**config.mk**
```make
export PLATFORM = sky130hd
export DESIGN_NAME = vic_ctrl
export DESIGN_NICKNAME = d
export VERILOG_FILES = /design/src/rtl/vic_pkg.sv /design/src/rtl/vic_arbiter.sv /design/src/rtl/vic_prio_stack.sv /design/src/rtl/vic_ctrl.sv
export SDC_FILE = /design/constraint.sdc
export NUM_CORES = 1
export LEC_CHECK = 0
export BUFFER_PORTS_ARGS = -buffer_cell sky130_fd_sc_hd__buf_2
export CAP_MARGIN = 30
export CORE_MARGIN = 2
export CORE_UTILIZATION = 62
export CTS_CLUSTER_DIAMETER = 50
export DETAILED_ROUTE_END_ITERATION = 6
export MAX_ROUTING_LAYER = met4
export PLACE_DENSITY = 0.8
export REMOVE_ABC_BUFFERS = 1
export SYNTH_ARGS = -nofsm -noshare
export SYNTH_HDL_FRONTEND = slang
export SYNTH_HIERARCHICAL = 1
export SYNTH_SLANG_ARGS = --single-unit
```
**constraint.sdc**
```tcl
create_clock -name clk -period 25.6 [get_ports clk]
set_input_delay 7.68 -clock clk [delete_from_list [all_inputs] [get_ports clk]]
set_output_delay 7.68 -clock clk [all_outputs]
set_load 0.03 [all_outputs]
```
**src/rtl/vic_pkg.sv**
```systemverilog
package vic_pkg;
    localparam int ADDR_W      = 6;
    localparam int A_VEC       = 0;
    localparam int A_EOI       = 1;
    localparam int A_MSET      = 2;
    localparam int A_MCLR      = 3;
    localparam int A_SPUR      = 4;
    localparam int A_FVEC      = 5;
    localparam int A_PRIO_BASE = 16;
    localparam int A_VEC_BASE  = 32;
endpackage

```
**src/rtl/vic_arbiter.sv**
```systemverilog
module vic_arbiter #(
    parameter int NN     = 7,
    parameter int PRIO_W = 3,
    localparam int IDX_W = (NN > 1) ? $clog2(NN) : 1
) (
    input  logic [NN-1:0]             pend_i,
    input  logic [NN-1:0][PRIO_W-1:0] prio_i,
    input  logic                      in_svc_i,
    input  logic [PRIO_W-1:0]         level_i,
    output logic                      elig_o,
    output logic [IDX_W-1:0]          idx_o
);
    logic              found;
    logic [PRIO_W-1:0] best_p;
    logic [IDX_W-1:0]  best_i;

    always_comb begin
        found  = 1'b0;
        best_p = '0;
        best_i = '0;
        for (int i = 0; i < NN; i++) begin
            if (pend_i[i] && (!found || prio_i[i] > best_p)) begin
                found  = 1'b1;
                best_p = prio_i[i];
                best_i = IDX_W'(i);
            end
        end
    end

    assign elig_o = found && (!in_svc_i || best_p > level_i);
    assign idx_o  = best_i;
endmodule

```
**src/rtl/vic_prio_stack.sv**
```systemverilog
module vic_prio_stack #(
    parameter int PRIO_W = 3,
    parameter int DEPTH  = 8,
    localparam int SP_W  = (DEPTH > 1) ? $clog2(DEPTH) : 1,
    localparam int CNT_W = $clog2(DEPTH + 1)
) (
    input  logic              clk,
    input  logic              rst_ni,
    input  logic              push_i,
    input  logic              pop_i,
    input  logic [PRIO_W-1:0] push_val_i,
    output logic [PRIO_W-1:0] top_o,
    output logic              empty_o,
    output logic [CNT_W-1:0]  depth_o
);
    typedef struct packed {
        logic [DEPTH-1:0][PRIO_W-1:0] ent;
        logic [CNT_W-1:0]             cnt;
    } stk_t;

    stk_t             s_d, s_q;
    logic [CNT_W-1:0] n;

    always_comb begin
        s_d = s_q;
        n   = s_q.cnt;
        if (pop_i && n != '0) begin
            n = n - CNT_W'(1);
        end
        if (push_i && n < CNT_W'(DEPTH)) begin
            s_d.ent[n[SP_W-1:0]] = push_val_i;
            n = n + CNT_W'(1);
        end
        s_d.cnt = n;
    end

    always_ff @(posedge clk or negedge rst_ni) begin
        if (!rst_ni) begin
            s_q <= '0;
        end else begin
            s_q <= s_d;
        end
    end

    assign top_o   = s_q.ent[SP_W'(s_q.cnt - CNT_W'(1))];
    assign empty_o = (s_q.cnt == '0);
    assign depth_o = s_q.cnt;
endmodule

```
**src/rtl/vic_ctrl.sv**
```systemverilog
module vic_ctrl
    import vic_pkg::*;
#(
    parameter int N_PERIPH = 4,
    parameter int PRIO_W   = 3,
    parameter int DATA_W   = 32
) (
    input  logic                    clk,
    input  logic                    rst_ni,
    input  logic [N_PERIPH+3:0]     src_i,
    input  logic                    bus_wr_i,
    input  logic                    bus_rd_i,
    input  logic [ADDR_W-1:0]       bus_addr_i,
    input  logic [DATA_W-1:0]       bus_wdata_i,
    output logic [DATA_W-1:0]       bus_rdata_o,
    output logic                    fiq_no,
    output logic                    irq_no
);
    localparam int NSRC  = N_PERIPH + 4;
    localparam int NN    = NSRC - 1;
    localparam int IDX_W = (NN > 1) ? $clog2(NN) : 1;
    localparam int DEPTH = 1 << PRIO_W;
    localparam int CNT_W = $clog2(DEPTH + 1);

    typedef struct packed {
        logic [NSRC-1:0]              mask;
        logic [NN-1:0][PRIO_W-1:0]    prio;
        logic [NN-1:0][DATA_W-1:0]    vec;
        logic [DATA_W-1:0]            spur;
        logic [DATA_W-1:0]            fvec;
        logic [DATA_W-1:0]            rdata;
    } regs_t;

    regs_t              st_d, st_q;
    logic [NN-1:0]      pend;
    logic               arb_elig;
    logic [IDX_W-1:0]   arb_idx;
    logic               stk_push, stk_pop;
    logic [PRIO_W-1:0]  stk_top;
    logic               stk_empty;
    logic [CNT_W-1:0]   stk_cnt;

    for (genvar g = 0; g < NN; g++) begin : g_pend
        assign pend[g] = src_i[g+1] & st_q.mask[g+1];
    end

    vic_arbiter #(.NN(NN), .PRIO_W(PRIO_W)) u_arb (
        .pend_i   (pend),
        .prio_i   (st_q.prio),
        .in_svc_i (!stk_empty),
        .level_i  (stk_top),
        .elig_o   (arb_elig),
        .idx_o    (arb_idx)
    );

    vic_prio_stack #(.PRIO_W(PRIO_W), .DEPTH(DEPTH)) u_stk (
        .clk        (clk),
        .rst_ni     (rst_ni),
        .push_i     (stk_push),
        .pop_i      (stk_pop),
        .push_val_i (st_q.prio[arb_idx]),
        .top_o      (stk_top),
        .empty_o    (stk_empty),
        .depth_o    (stk_cnt)
    );

    always_comb begin
        st_d       = st_q;
        st_d.rdata = '0;
        stk_push   = 1'b0;
        stk_pop    = 1'b0;

        if (bus_wr_i) begin
            case (bus_addr_i)
                ADDR_W'(A_EOI):  stk_pop = 1'b1;
                ADDR_W'(A_MSET): st_d.mask = st_q.mask | bus_wdata_i[NSRC-1:0];
                ADDR_W'(A_MCLR): st_d.mask = st_q.mask & ~bus_wdata_i[NSRC-1:0];
                ADDR_W'(A_SPUR): st_d.spur = bus_wdata_i;
                ADDR_W'(A_FVEC): st_d.fvec = bus_wdata_i;
                default: begin
                    for (int i = 0; i < NN; i++) begin
                        if (bus_addr_i == ADDR_W'(A_PRIO_BASE + i)) begin
                            st_d.prio[i] = bus_wdata_i[PRIO_W-1:0];
                        end
                        if (bus_addr_i == ADDR_W'(A_VEC_BASE + i)) begin
                            st_d.vec[i] = bus_wdata_i;
                        end
                    end
                end
            endcase
        end

        if (bus_rd_i) begin
            case (bus_addr_i)
                ADDR_W'(A_VEC): begin
                    st_d.rdata = arb_elig ? st_q.vec[arb_idx] : st_q.spur;
                    stk_push   = arb_elig;
                end
                ADDR_W'(A_MSET): st_d.rdata = DATA_W'(st_q.mask);
                ADDR_W'(A_SPUR): st_d.rdata = st_q.spur;
                ADDR_W'(A_FVEC): st_d.rdata = st_q.fvec;
                default: begin
                    for (int i = 0; i < NN; i++) begin
                        if (bus_addr_i == ADDR_W'(A_PRIO_BASE + i)) begin
                            st_d.rdata = DATA_W'(st_q.prio[i]);
                        end
                        if (bus_addr_i == ADDR_W'(A_VEC_BASE + i)) begin
                            st_d.rdata = st_q.vec[i];
                        end
                    end
                end
            endcase
        end
    end

    always_ff @(posedge clk or negedge rst_ni) begin
        if (!rst_ni) begin
            st_q <= '0;
        end else begin
            st_q <= st_d;
        end
    end

    assign bus_rdata_o = st_q.rdata;
    assign fiq_no      = ~(src_i[0] & st_q.mask[0]);
    assign irq_no      = ~arb_elig;
endmodule

```
Word-level counts from Yosys, hierarchy flattened
Cells that the tools add are included.
{ "word_totals": {"register_bits": 377, "input_bits": 50, "out_inout_bits": 34} }
{ "op_classes": {"n_addsub": 2, "magnitude_cmp": 12, "n_eq_ne": 19, "muxes": 53, "n_bitwise": 14, "n_reduce_logical": 45} }
{ "op_table": {"columns": ["op", "n"], "rows": [
  ["two-way mux 32 bit", 16],
  ["one-hot mux 32 bit (4 select lines)", 1],
  ["binary-select mux 32 bit (select 3 bit)", 1],
  ["== test 6 x 5 -> 1 bit, second input constant", 7],
  ["== test 6 bit, second input constant", 7],
  ["two-way mux 3 bit", 14],
  ["AND reduction 3 bit", 14],
  ["bitwise mux 24 bit", 1],
  ["greater-than comparator 3 bit", 7],
  ["binary-select mux 3 bit (select 3 bit)", 2],
  ["one-hot mux 8 bit (2 select lines)", 1],
  ["== test 6 x 2 -> 1 bit, second input constant", 2],
  ["== test 6 x 3 -> 1 bit, second input constant", 2],
  ["less-than comparator 3 x 4 -> 1 bit, second input constant", 3],
  ["two-way mux 1 bit", 12],
  ["logical AND 1 bit", 10],
  ["demux 3 bit (select 3 bit)", 1],
  ["bitwise AND 1 bit", 8],
  ["bitwise AND 8 bit", 1],
  ["two-way mux 4 bit", 2],
  ["inverter 8 bit", 1],
  ["bitwise OR 8 bit", 1],
  ["logical OR 1 bit", 7],
  ["== test 6 x 1 -> 1 bit, second input constant", 1],
  ["13 further kinds", 23]
]} }

Logic depth before layout (Yosys ltp)
{ "depth": {"depth_word": 33, "depth_mapped": 54, "mapped_depth_nobuf": 49} }

By module
Netlist, hierarchy kept.
{ "modules_own_cells": {"columns": ["module", "instances", "cells_per_inst", "area_per_inst_um2", "seq_area_each_um2"], "rows": [
  ["vic_ctrl", 1, 1408, 17484.3, 8733.4],
  ["vic_prio_stack", 1, 120, 1610.3, 700.7],
  ["vic_arbiter", 1, 143, 1043.5, 0.0]
]} }

Worst setup path after synthesis
No wires, ideal clock.
{ "synth_path": {"path_kind": "input to output", "start": "in src_i[1]", "end": "out irq_no", "t_arrival_ns": 15.565, "path_slack_ns": 2.355, "stages": 43, "cell_sequence": "and2_1 -> buf_6 -> nand2_1 -> ha_1 -> and3b_1 -> o21a_1 -> a21oi_1 -> nor2_1 -> ha_1 -> nor2b_1 -> o311ai_2 -> a21boi_1 -> o32ai_2 -> ha_1 -> and3_1 -> a21oi_1 -> o21a_1 -> buf_2 -> (+7 left out) -> ha_1 -> nor2b_1 -> o21ai_0 -> a311o_1 -> buf_6 -> o211ai_2 -> o21ai_1 -> ha_1 -> a21o_1 -> a21oi_1 -> o2bb2ai_2 -> a22o_1 -> ha_1 -> nor2b_1 -> o21a_1 -> o21ai_0 -> a21oi_1 -> inv_1"} }
{ "synth_between": {"elab_chain_cells": 30} }
{ "synth_lines": {"columns": ["item", "line", "rtl"], "rows": [
  ["from (decl)", "vic_ctrl.sv:10", "input logic [N_PERIPH+3:0] src_i,"],
  ["bitwise AND 1 bit (*)", "vic_ctrl.sv:44", "assign pend[g] = src_i[g+1] & st_q.mask[g+1];"],
  ["two-way mux 3 bit / two-way mux 1 bit (equally long branches)", "vic_arbiter.sv:22", "if (pend_i[i] && (!found || prio_i[i] > best_p)) begin"],
  ["greater-than comparator 3 bit / zero test 1 bit (equally long branches)", "vic_arbiter.sv:22", null],
  ["logical OR 1 bit", "vic_arbiter.sv:22", null],
  ["logical AND 1 bit", "vic_arbiter.sv:22", null],
  ["two-way mux 3 bit / two-way mux 1 bit (equally long branches)", "vic_arbiter.sv:22", null],
  ["greater-than comparator 3 bit / zero test 1 bit (equally long branches)", "vic_arbiter.sv:22", null],
  ["logical OR 1 bit", "vic_arbiter.sv:22", null],
  ["(+15 left out)", null, null],
  ["logical OR 1 bit", "vic_arbiter.sv:22", null],
  ["logical AND 1 bit", "vic_arbiter.sv:22", null],
  ["two-way mux 3 bit", "vic_arbiter.sv:22", null],
  ["greater-than comparator 3 bit", "vic_arbiter.sv:30", "assign elig_o = found && (!in_svc_i || best_p > level_i);"],
  ["logical OR 1 bit", "vic_arbiter.sv:30", null],
  ["logical AND 1 bit (*)", "vic_arbiter.sv:30", null],
  ["net arb_elig", "vic_ctrl.sv:36", "logic arb_elig;"],
  ["inverter 1 bit (*)", "vic_ctrl.sv:126", "assign irq_no = ~arb_elig;"],
  ["to (decl)", "vic_ctrl.sv:17", "output logic irq_no"]
]} }
Mark *: on every way through the listed nets, which the timed path passes. The rest lies on a longest branch.

Final worst setup path
{ "layout_path": {"start": "in src_i[1]", "end": "out irq_no"} }
{ "layout_between": {"elab_chain_cells": 30} }
{ "layout_lines": {"columns": ["item", "line", "rtl"], "rows": [
  ["bitwise AND 1 bit (*)", "vic_ctrl.sv:44", null],
  ["net pend[0]", "vic_ctrl.sv:35", "logic [NN-1:0] pend;"],
  ["two-way mux 3 bit / two-way mux 1 bit (equally long branches)", "vic_arbiter.sv:22", null],
  ["greater-than comparator 3 bit / zero test 1 bit (equally long branches)", "vic_arbiter.sv:22", null],
  ["logical OR 1 bit", "vic_arbiter.sv:22", null],
  ["logical AND 1 bit", "vic_arbiter.sv:22", null],
  ["two-way mux 3 bit / two-way mux 1 bit (equally long branches)", "vic_arbiter.sv:22", null],
  ["greater-than comparator 3 bit / zero test 1 bit (equally long branches)", "vic_arbiter.sv:22", null],
  ["(+16 left out)", null, null],
  ["logical OR 1 bit", "vic_arbiter.sv:22", null],
  ["logical AND 1 bit", "vic_arbiter.sv:22", null],
  ["two-way mux 3 bit", "vic_arbiter.sv:22", null],
  ["greater-than comparator 3 bit", "vic_arbiter.sv:30", null],
  ["logical OR 1 bit", "vic_arbiter.sv:30", null],
  ["logical AND 1 bit (*)", "vic_arbiter.sv:30", null],
  ["net arb_elig", "vic_ctrl.sv:36", null],
  ["inverter 1 bit (*)", "vic_ctrl.sv:126", null]
]} }
Marked as above.

==> results.rst <==
.. list-table::
   :header-rows: 1

   * - Metric
     - Value
   * - Clock Skews
     - 16.5 ps
   * - RSZ-0062 raised after global routing
     - no
   * - Number of sinks driven by the clock tree
     - 377
   * - Number of cells on the worst reg-to-reg path
     - 47
   * - Final Hold Viols
     - 0
   * - Time the final worst path needs with I/O delays and setup
     - 24750 ps
   * - RD Place Congestion
     - 0.969
   * - Fraction of power consumed by the clock network
     - 34.6%
   * - HPWL after detailed placement
     - 31.8 mm
   * - # port buffers
     - 83
   * - H-tree Lvls
     - 2
   * - Hold depth
     - 1
   * - Die boundary height
     - 184 um
   * - Count of boundary I/O pins
     - 84
   * - Final-layout fill cell count
     - 2199
   * - Number of antenna violations at the first check in global routing
     - 2
   * - Number of search-and-repair iterations in the first detailed-routing pass
     - 6
   * - Wirelength, routed
     - 55.6 mm
   * - Overall Global Routing Usage
     - 34.7%
   * - Number of setup buffers added after CTS
     - 0
   * - Startpoint Class
     - primary input
   * - Path class of the lowest-slack min-delay path
     - reg2reg
   * - Core area
     - 0.0317 sq mm
   * - Worst path max stage delay
     - 440 ps
   * - Max-capacitance violation count
     - 0
   * - Via density per instance
     - 7.13
   * - Number of warnings issued by yosys
     - 6
   * - # setup viols final
     - 0
   * - Post-route antenna net violation count
     - 0
   * - CTS tree
     - yes
   * - Starting utilization of the core area
     - 63.4%
   * - Die area
     - 0.0339 sq mm
   * - Post-route DRC
     - 0
   * - Max stage delay cell, worst path
     - sky130_fd_sc_hd__a21boi_1
   * - # placed instances
     - 2026
   * - Worst supply voltage drop on vdd
     - 62.2 uV
   * - Comb power frac
     - 23.0%
   * - GRT Residual Overflow
     - 0
   * - Average wire length per cell after detail routing
     - 26.5 um
   * - Post-Layout Cell Count
     - 2097
   * - Via count of the first global-routing pass
     - 15500
   * - Summed instance area of the synthesized netlist
     - 0.0201 sq mm
   * - Least setup slack across all paths after layout
     - 852 ps
   * - Area Overhead vs Synth
     - 9.11%
   * - Cts bufs inserted
     - 41
   * - Most frequent cell on the critical path
     - sky130_fd_sc_hd__ha_1
   * - Worst max-slew margin expressed relative to the limit
     - 39.0%
   * - Post-placement setup slack
     - 704 ps
   * - Global-route wire length before repair
     - 87.5 mm
   * - Tightest hold margin
     - 502 ps
   * - CTS root buf
     - sky130_fd_sc_hd__clkbuf_16
   * - Count of vias placed by the detailed router
     - 15000
   * - Mapped Cells
     - 1667
   * - Data required time at the worst endpoint
     - 17920 ps
   * - Maximum number of pins on one net before global-route repair
     - 96
   * - Later-pin clock latency in the skew report
     - 540 ps
   * - Class of the most critical setup path
     - in2out
   * - Static Leakage
     - 10.2 nW
   * - Detailed Route Iter0 Violations
     - 1590
   * - Max-slew violations
     - 0
   * - Outcome
     - completed
   * - CTS clock-pin slew for the worst setup and hold paths
     - 50 ps
   * - Switch share
     - 30.6%
   * - Max Clk Rate
     - 0.0404 GHz
   * - Clock buffer depth
     - 3
   * - Largest driver fanout on the critical path
     - 12
   * - Nets@finish
     - 1739
   * - Share of power burned in registers
     - 42.4%
   * - Worst slew pin tran
     - 915 ps
   * - Critical path data arrival time
     - 17070 ps
   * - Fraction of final layout cells with drive strength greater than 1
     - 33.7%
   * - Reported net switching power
     - 527 uW
   * - Int Pwr
     - 1.19 mW
   * - Synthesized area per cell
     - 12.1 sq um
   * - Post-route setup TNS
     - 0 ps
   * - Final worst-path cycle share
     - 96.7%
   * - Die extent in x
     - 184 um
   * - Total power
     - 1.72 mW
   * - Sort of element at the end of the critical path
     - primary output
   * - Pwr dens
     - 78.4 mW/mm^2
   * - Row cnt
     - 65
==> repair_timing <==
item                                    CTS  global route
hold buffers                              0             0
resized for setup                         0             1
endpoints found under the setup margin    0             1
==> area by class of cell <==
cell class / instances / area, sq um / area share (%)
Clock inverter: 11 / 170 / 0.776
Inverter: 19 / 73.8 / 0.336
Tap cell: 402 / 503 / 2.29
Clock buffer: 58 / 1170 / 5.33
Antenna cell: 2 / 5.00 / 0.0228
Multi-Input combinational cell: 1113 / 9770 / 44.5
Sequential cell: 377 / 9430 / 43.0
Timing Repair Buffer: 115 / 813 / 3.71
==> metal layers <==
| metal | share of wire [%] | track usage [%] | up-vias | routed length, um |
|---|---|---|---|---|
| met4 | 3.9 | 16.3 | 0 | 2140 |
| met3 | 9.9 | 7.23 | 195 | 5520 |
| met2 | 47 | 52.7 | 902 | 26000 |
| li1 | - | - | 6270 | - |
| met5 | 0 | - | - | 0 |
| met1 | 40 | 45.0 | 7589 | 22000 |
==> placed cells by master (no fill, tap or decap), types with 6 or more instances in the layout <==
| master | n |
|---|---|
| sky130_fd_sc_hd__dfrtp_1 | 377 |
| sky130_fd_sc_hd__mux2_2 | 296 |
| sky130_fd_sc_hd__nand2_1 | 117 |
| sky130_fd_sc_hd__a22oi_1 | 97 |
| sky130_fd_sc_hd__a21oi_1 | 96 |
| sky130_fd_sc_hd__buf_2 | 82 |
| sky130_fd_sc_hd__o211ai_1 | 70 |
| sky130_fd_sc_hd__mux4_2 | 41 |
| sky130_fd_sc_hd__clkbuf_16 | 41 |
| sky130_fd_sc_hd__mux2_1 | 39 |
| sky130_fd_sc_hd__mux2i_1 | 36 |
| sky130_fd_sc_hd__nor2_1 | 36 |
| sky130_fd_sc_hd__o21ai_0 | 36 |
| sky130_fd_sc_hd__a221oi_1 | 30 |
| sky130_fd_sc_hd__buf_4 | 22 |
| sky130_fd_sc_hd__ha_1 | 22 |
| sky130_fd_sc_hd__inv_1 | 18 |
| sky130_fd_sc_hd__a31oi_1 | 18 |
| sky130_fd_sc_hd__nand2b_1 | 13 |
| sky130_fd_sc_hd__a211oi_1 | 10 |
| sky130_fd_sc_hd__and2_1 | 10 |
| sky130_fd_sc_hd__nand3_1 | 9 |
| sky130_fd_sc_hd__clkbuf_1 | 9 |
| sky130_fd_sc_hd__nor2_4 | 8 |
| sky130_fd_sc_hd__nor3_1 | 8 |
| sky130_fd_sc_hd__o21a_1 | 8 |
| sky130_fd_sc_hd__nand2_2 | 8 |
| sky130_fd_sc_hd__clkbuf_8 | 8 |
| sky130_fd_sc_hd__buf_12 | 7 |
| sky130_fd_sc_hd__o21ai_1 | 6 |
==> worst paths after layout <==
kind | from | end | slack, ps
min in group asynchronous | rst_ni | bus_rdata_o[14] | 7140
max reg2reg | flip-flop | u_stk/s_q[23] | 13750
min reg2reg | u_stk/s_q[6] | u_stk/s_q[6] | 500
max in group asynchronous | rst_ni | st_q[214] | 16380
min | u_stk/s_q[6] | u_stk/s_q[6] | 500
max | src_i[1] | irq_no | 850
==> state kept, by name, summed over array words and instances, names as in the netlist, named ones only <==
name           cells
u_stk/depth_o      4
st_q             309
bus_rdata_o       32
u_stk/s_q         24
==> worst max-delay path, delay by kind of cell <==
kind | cells | cell delay [ps]
buf+inv | 3 | 400
fa+ha+maj | 7 | 1920
simple gates | 12 | 1910
mux | 1 | 380
compound gates | 20 | 4820
==> power by group through the flow <==
stage / Sequential [mW] / Clock [mW] / Combinational (mW)
detailed placement: 0.734 / 0 / 0.390
CTS: 0.725 / 0.602 / 0.394
floorplan: 0.713 / 0 / 0.288
global route: 0.735 / 0.625 / 0.431
finish: 0.729 / 0.595 / 0.395
global placement: 0.730 / 0 / 0.373
==> metrics by stage <==
step / area (sq um) / utilization, %
floorplan: 19200 / -
global placement: 20400 / 64.2
detailed placement: 20600 / 64.9
CTS: 21900 / 69.2
global route: 21900 / 69.2
finish: 21900 / 69.2
Power figures use the tool's default switching activity.
